## src/rtl/ckfo_pkg.sv

```systemverilog
package ckfo_pkg;

    localparam int DATA_W    = 8;
    localparam int ADDR_W    = 4;
    localparam int DIV_REGS  = 5;
    localparam int NUM_REFS  = 2;
    localparam int NUM_OUTS  = 2;

    localparam logic [ADDR_W-1:0] A_OUTCFG = ADDR_W'(5);
    localparam logic [ADDR_W-1:0] A_HOLD   = ADDR_W'(6);
    localparam logic [ADDR_W-1:0] A_STATUS = ADDR_W'(7);
    localparam logic [ADDR_W-1:0] A_SPARE  = ADDR_W'(8);

    typedef enum logic [1:0] {
        EN_PINS  = 2'b00,
        EN_ONLY0 = 2'b01,
        EN_ONLY1 = 2'b10,
        EN_BOTH  = 2'b11
    } en_mode_e;

    typedef struct packed {
        logic     out_low;
        logic     oe0;
        logic     oe1;
        logic     dflt;
        en_mode_e mode;
        logic     revert;
        logic     clr_act;
    } outcfg_t;

    typedef struct packed {
        logic hold_en;
        logic hold_force;
        logic grab;
        logic soft_rst;
        logic zero3;
        logic div_sel;
        logic use_nom;
        logic rsv;
    } holdcfg_t;

    localparam outcfg_t OUTCFG_RST = outcfg_t'(8'h60);
    localparam logic [DATA_W-1:0] OUTCFG_KEEP = 8'hFE;
    localparam logic [DATA_W-1:0] HOLD_KEEP   = 8'hE6;

    function automatic logic [NUM_REFS-1:0] enable_mask(en_mode_e m, logic [NUM_REFS-1:0] pins);
        logic [NUM_REFS-1:0] r;
        if (m == EN_PINS) r = (pins == '0) ? '1 : pins;
        else              r = m;
        return r;
    endfunction

endpackage

```

## src/rtl/ckfo_regs.sv

```systemverilog
module ckfo_regs
    import ckfo_pkg::*;
#(
    parameter int VCXO_W = 12
) (
    input  logic               clk,
    input  logic               rst,
    input  logic               ext_rst,
    input  logic               wr_en,
    input  logic [ADDR_W-1:0]  addr,
    input  logic [DATA_W-1:0]  wdata,
    input  logic [DATA_W-1:0]  status_byte,
    input  logic [VCXO_W-1:0]  vcxo_word,
    output logic [DATA_W-1:0]  rdata,
    output outcfg_t            outcfg,
    output holdcfg_t           holdcfg,
    output logic [VCXO_W-1:0]  nominal,
    output logic               monitor_clr,
    output logic               soft_pulse
);

    logic [DATA_W-1:0] div_q [DIV_REGS];
    logic [DATA_W-1:0] spare_q;
    outcfg_t           oc_q;
    holdcfg_t          hc_q;
    logic [VCXO_W-1:0] nom_q;
    logic              soft_q;
    logic              any_rst, hit5, hit6, capture;

    assign any_rst     = rst | ext_rst | soft_q;
    assign hit5        = wr_en && (addr == A_OUTCFG) && !any_rst;
    assign hit6        = wr_en && (addr == A_HOLD) && !any_rst;
    assign capture     = hit6 && ((wdata[6] && !hc_q.hold_force) || (wdata[5] && !hc_q.grab));
    assign monitor_clr = hit5 && wdata[1] && wdata[0];

    always_ff @(posedge clk) begin
        if (rst || ext_rst) soft_q <= 1'b0;
        else                soft_q <= hit6 && wdata[4];
    end

    always_ff @(posedge clk) begin
        if (any_rst) begin
            for (int i = 0; i < DIV_REGS; i++) div_q[i] <= '0;
            spare_q <= '0;
            oc_q    <= OUTCFG_RST;
            hc_q    <= '0;
            nom_q   <= '0;
        end else begin
            if (wr_en) begin
                for (int i = 0; i < DIV_REGS; i++)
                    if (addr == ADDR_W'(i)) div_q[i] <= wdata;
                if (addr == A_OUTCFG) oc_q    <= outcfg_t'(wdata & OUTCFG_KEEP);
                if (addr == A_HOLD)   hc_q    <= holdcfg_t'(wdata & HOLD_KEEP);
                if (addr == A_SPARE)  spare_q <= wdata;
            end
            if (capture) nom_q <= vcxo_word;
        end
    end

    always_comb begin
        rdata = '0;
        for (int i = 0; i < DIV_REGS; i++)
            if (addr == ADDR_W'(i)) rdata = div_q[i];
        case (addr)
            A_OUTCFG: rdata = oc_q;
            A_HOLD:   rdata = hc_q;
            A_STATUS: rdata = status_byte;
            A_SPARE:  rdata = spare_q;
            default:  ;
        endcase
    end

    assign outcfg     = oc_q;
    assign holdcfg    = hc_q;
    assign nominal    = nom_q;
    assign soft_pulse = soft_q;

    // a soft reset pulse restores the output configuration default
    p_soft_reset_r10: assert property (@(posedge clk) disable iff (rst || ext_rst)
        soft_q |=> (oc_q == OUTCFG_RST && hc_q == '0));

    // the nominal word moves only on a capture request
    p_nominal_hold_r9: assert property (@(posedge clk) disable iff (rst || ext_rst)
        (!capture && !soft_q) |=> $stable(nom_q));

endmodule

```

## src/rtl/ckfo_select.sv

```systemverilog
module ckfo_select
    import ckfo_pkg::*;
(
    input  logic                clk,
    input  logic                rst_any,
    input  logic [NUM_REFS-1:0] en_mask,
    input  logic [NUM_REFS-1:0] ref_fail,
    input  logic                dflt,
    input  logic                revert,
    input  logic                clr,
    output logic                act,
    output logic                alarm,
    output logic [NUM_REFS-1:0] healthy
);

    logic other;

    assign healthy = en_mask & ~ref_fail;
    assign other   = ~act;

    always_ff @(posedge clk) begin
        if (rst_any) begin
            act   <= 1'b0;
            alarm <= 1'b0;
        end else if (clr) begin
            act   <= dflt;
            alarm <= 1'b0;
        end else if (!healthy[act] && healthy[other]) begin
            act   <= other;
            alarm <= 1'b1;
        end else if (revert && (act != dflt) && healthy[dflt]) begin
            act   <= dflt;
        end
    end

    // an unusable active reference with a usable partner is left at the next edge
    p_failover_r4: assert property (@(posedge clk) disable iff (rst_any)
        (!clr && !healthy[act] && healthy[other]) |=> (act != $past(act)));

    // the alarm stays set until cleared
    p_alarm_sticky_r4: assert property (@(posedge clk) disable iff (rst_any)
        (alarm && !clr) |=> alarm);

    // nonrevertive selection holds while the active reference is usable
    p_nonrevert_hold_r5: assert property (@(posedge clk) disable iff (rst_any)
        (!revert && !clr && healthy[act]) |=> $stable(act));

    // revertive selection lands on the usable preferred reference
    p_revert_r6: assert property (@(posedge clk) disable iff (rst_any)
        (revert && healthy[dflt]) |=> (act == $past(dflt)));

endmodule

```

## src/rtl/ckfo_top.sv

```systemverilog
module ckfo_top
    import ckfo_pkg::*;
#(
    parameter int VCXO_W = 12
) (
    input  logic                clk,
    input  logic                rst,
    input  logic                ext_rst_req,
    input  logic                bus_wr,
    input  logic [3:0]          bus_addr,
    input  logic [7:0]          bus_wdata,
    output logic [7:0]          bus_rdata,
    input  logic [1:0]          ref_fail,
    input  logic [1:0]          pin_pick,
    input  logic                pll_unlock,
    input  logic [VCXO_W-1:0]   vcxo_word,
    output logic                ref_sel,
    output logic                irq,
    output logic                holdover,
    output logic [1:0]          out_oe,
    output logic [1:0]          out_force_low,
    output logic                clk2_div_sel,
    output logic                xtal_use_nominal,
    output logic [VCXO_W-1:0]   nominal_word,
    output logic                chip_reset
);

    outcfg_t             oc;
    holdcfg_t            hc;
    logic                clr, soft_pulse, alarm, rst_any;
    logic [NUM_REFS-1:0] healthy, en_mask;
    logic [DATA_W-1:0]   status_byte;
    logic [NUM_OUTS-1:0] oe_bits;

    assign rst_any     = rst | ext_rst_req | soft_pulse;
    assign en_mask     = enable_mask(oc.mode, pin_pick);
    assign holdover    = hc.hold_force | (hc.hold_en & ~|healthy);
    assign status_byte = {alarm, ref_fail[0], ref_fail[1], ref_sel, pll_unlock, holdover, 2'b00};

    ckfo_regs #(.VCXO_W(VCXO_W)) u_regs (
        .clk(clk), .rst(rst), .ext_rst(ext_rst_req),
        .wr_en(bus_wr), .addr(bus_addr), .wdata(bus_wdata),
        .status_byte(status_byte), .vcxo_word(vcxo_word),
        .rdata(bus_rdata), .outcfg(oc), .holdcfg(hc),
        .nominal(nominal_word), .monitor_clr(clr), .soft_pulse(soft_pulse)
    );

    ckfo_select u_sel (
        .clk(clk), .rst_any(rst_any), .en_mask(en_mask), .ref_fail(ref_fail),
        .dflt(oc.dflt), .revert(oc.revert), .clr(clr),
        .act(ref_sel), .alarm(alarm), .healthy(healthy)
    );

    assign oe_bits = {oc.oe1, oc.oe0};

    generate
        for (genvar g = 0; g < NUM_OUTS; g++) begin : g_out
            assign out_oe[g]        = oe_bits[g];
            assign out_force_low[g] = oc.out_low & oe_bits[g];
        end
    endgenerate

    assign irq              = alarm;
    assign clk2_div_sel     = hc.div_sel;
    assign xtal_use_nominal = hc.use_nom;
    assign chip_reset       = ext_rst_req | soft_pulse;

    // automatic holdover only when nothing usable remains
    p_hold_auto_r8: assert property (@(posedge clk) disable iff (rst_any)
        (holdover && !hc.hold_force) |-> (healthy == '0));

endmodule

```

## config.mk

```make
export PLATFORM = sky130hd
export DESIGN_NAME = ckfo_top
export DESIGN_NICKNAME = d
export VERILOG_FILES = /design/src/rtl/ckfo_pkg.sv /design/src/rtl/ckfo_regs.sv /design/src/rtl/ckfo_select.sv /design/src/rtl/ckfo_top.sv
export SDC_FILE = /design/constraint.sdc
export NUM_CORES = 1
export LEC_CHECK = 0
export BUFFER_PORTS_ARGS = -buffer_cell sky130_fd_sc_hd__buf_2
export CAP_MARGIN = 20
export CORE_UTILIZATION = 37
export DETAILED_ROUTE_END_ITERATION = 7
export SLEW_MARGIN = 20
export SYNTH_ARGS = -nofsm -noshare
export SYNTH_HDL_FRONTEND = slang
export SYNTH_SLANG_ARGS = --single-unit
```

## constraint.sdc

```tcl
create_clock -name clk -period 2.18 [get_ports clk]
set_input_delay 0.327 -clock clk [delete_from_list [all_inputs] [get_ports clk]]
set_output_delay 0.327 -clock clk [all_outputs]
set_load 0.005 [all_outputs]
```

==> flow_summary.toml <==
[final_layout]
multiInputGateArea_sq_um = 1319
drive_above_1_share = 0.3181
layout.cells.non_filler = 501
filler_cell_count = 818
n_antenna_cell = 0
num-nets-final = 421
syn_to_final_growth_pct = 23.16
fin_area_sq_um = 4099
seqCellArea_sq_um = 1902

[setup_path]
crit_path_start_kind = "flip-flop"
cp_max_fo = 1
critPathCaptureType = "primary output"
crit_type = "flip-flop to primary output"
required_ns = 1.85
worst_ep_arrival_time_ns = 1.75

[timing]
skew_ns = 0.006462
post-route-period-util = 0.9535
hold_slack_ns = 0.1814
fin_crit_ns = 2.079
finalMaxSlewViolations = 0
fmax_mhz = 481.1
finalSetupTns_ns = 0
rsz0062_at_grt = "false"
setup_viol = 0
maxSlewHeadroom = 0.6596
hold_violations = 0
worst_pin_slew_ns = 0.5107

[detailed_routing]
num_vias = 2619
routed_via_density = 5.228
drtIter0Drc = 178
drc = 0
firstDrtPassIters = 4
wirelength_microns = 8405
post_drt_wl_per_cell_microns = 16.78
ant_nets = 0

[clock_tree]
path_clk_slew_ns = 0.07
cts-root-buf = "clkbuf_8"
clock_latency_ns = 0.34
cts_hold_buffers = 0
h-tree-depth = 3
clock-sinks = 75
cts_made_buffers = 9
cts_tree = "built"
cts_max_path_buffers = 2

[floorplanning]
die-area_sq_um = 9378
coreArea_sq_um = 8721
die_w_microns = 96.84
initial_core_util = 0.3816
core.rowCount = 34
die_y_microns = 96.84
num_io_pins = 63

[job]
drv_cap = 0

[place]
hpwl_microns = 6131
gp_congestion = 0.8448
dp.cells = 485
placed_cell_area_sq_um = 3864
port_buffers = 62

[power]
p_per_area_nw_per_um2 = 713.0
peakVddDrop_mv = 0.3230
power.leakage_nw = 1.641
power.total_mw = 2.923

[logic_synthesis]
synth_cells = 311
netlist_area_sq_um = 3328
synth-edff-count = 40
yosysWarnings = 0
syn_area_per_cell_sq_um = 10.70
synth_seq_cells = 75
synth_cell_types = 42
syn_nets = 344
synthFlopType = "edfxtp_1"
synthArstFlopShare = 0
ys_seq_area_frac = 0.5714

[global_route]
overflow = 0
grt_antenna_before_repair = 0
grt_pass1_vias = 2524
grt_usage = 0.1880
grt_max_degree = 25
grt_first_pass_wirelength_microns = 13560

[worst_hold_path]
min_path_type = "input pin to flip-flop"

[run_status]
status = "completed"
[repair_timing]
item,CTS,global route
resized for setup,0,4
buffers inserted,0,0
setup endpoints to repair,0,1
[critical path, stage by stage (launching register included)]
cell and delay (ns):
edfxtp_1 0.37, mux4_2 0.46, nor2_1 0.10, nor3_1 0.07
a221o_1 0.28, buf_2 0.13
[registers in the layout, indices dropped and copies added (netlist names)]
name,count
u_regs.nominal,12
u_regs.spare_q,8
u_sel.alarm,1
u_regs.soft_pulse,1
u_regs.outcfg,7
u_regs.div_q,40
u_sel.act,1
u_regs.holdcfg,5
[cell usage in the layout (no fill, tap or decap), types with 3 or more instances in the layout]
master,instances
inv_1,5
mux4_2,9
dfxtp_1,35
a21oi_1,20
nor3_1,3
nor2b_1,4
buf_4,23
nand3_1,11
nand2_1,57
and3_1,3
mux2i_1,3
and2_1,10
a31oi_1,5
o21ai_1,16
edfxtp_1,40
o21ai_0,18
buf_2,62
o22ai_1,3
nor2_1,13
clkbuf_8,11
a221oi_1,3
nand2b_1,4
[Yosys cell counts, types with 2 or more instances]
| library cell | count | share of area |
|---|---|---|
| a21oi_1 | 21 | 0.032 |
| or2_2 | 2 | 0.0038 |
| nor2b_1 | 4 | 0.0075 |
| nand3_1 | 11 | 0.017 |
| edfxtp_1 | 40 | 0.36 |
| clkbuf_1 | 8 | 0.0090 |
| a221oi_1 | 3 | 0.0079 |
| mux2_2 | 2 | 0.0068 |
| nand2_1 | 57 | 0.064 |
| nand2b_1 | 4 | 0.0075 |
| nor3b_1 | 3 | 0.0068 |
| or3_1 | 2 | 0.0038 |
| and2_1 | 10 | 0.019 |
| nor3_1 | 4 | 0.0060 |
| nor2_1 | 13 | 0.015 |
| and3_1 | 3 | 0.0056 |
| o31ai_1 | 2 | 0.0045 |
| buf_2 | 7 | 0.011 |
| o21ai_0 | 18 | 0.027 |
| a31oi_1 | 5 | 0.0094 |
| mux2i_1 | 3 | 0.0090 |
| inv_1 | 5 | 0.0056 |
| buf_4 | 5 | 0.011 |
| dfxtp_1 | 35 | 0.21 |
| mux4_2 | 9 | 0.061 |
| o22ai_1 | 3 | 0.0056 |
| a221o_1 | 2 | 0.0060 |
| o21ai_1 | 16 | 0.024 |
[power breakdown]
group	total [mW]	leakage, nW	switching [mW]	internal, mW
combinational	0.268	0.794	0.154	0.114
sequential	1.54	0.731	0.0127	1.53
clock	1.12	0.116	0.497	0.619
[final timing paths]
kind | slack (ns) | to | cells past startpoint | startpoint
worst max register to register | 0.45 | u_regs.div_q[0][30]$_DFFE_PP_ | 3 | u_regs.soft_pulse$_SDFF_PP0_
worst min-delay path | 0.18 | u_regs.nominal[1]$_SDFFE_PP0P_ | 3 | vcxo_word[1]
worst max-delay path | 0.10 | bus_rdata[7] | 5 | u_regs.div_q[0][31]$_DFFE_PP_
worst min register to register | 0.45 | u_regs.nominal[6]$_SDFFE_PP0P_ | 2 | u_regs.nominal[6]$_SDFFE_PP0P_
[cells by family (layout without fill, tap and decap cells)]
kind of cell,count (synthesis),after routing,share of synthesized area
flip-flops,75,75,0.5714
buffers and inverters,26,108,0.03759
multiplexers,15,15,0.08007
AND/OR/NAND/NOR,119,119,0.1744
AO/OA/AOI/OAI,76,76,0.1365
[per-stage QoR]
stage | util | setup WS (ns)
final | 0.4700 | 0.1015
after global routing | 0.4700 | 0.03011
after CTS | 0.4680 | 0.02473
after detailed placement | 0.4430 | 0.2051
after global placement | 0.4430 | 0.1981
after floorplan | - | 0.2418
[layout make-up]
cell class,instances,share of cell area
clock buffers,14,0.05037
inverters,6,0.005495
well taps,108,0.03297
clock inverters,2,0.002747
multi-input cells,210,0.3217
flip-flops and latches,75,0.4640
repair buffers,86,0.1227
[layer usage]
| metal | global-route usage | wire length, microns | vias up |
|---|---|---|---|
| met5 | 0 | 0 | - |
| met4 | 0.07463 | 129 | 0 |
| met3 | 0.03685 | 568 | 12 |
| met2 | 0.2806 | 3828 | 96 |
| met1 | 0.2683 | 3878 | 1237 |
| li1 | - | - | 1274 |
Power figures use the tool's default switching activity.
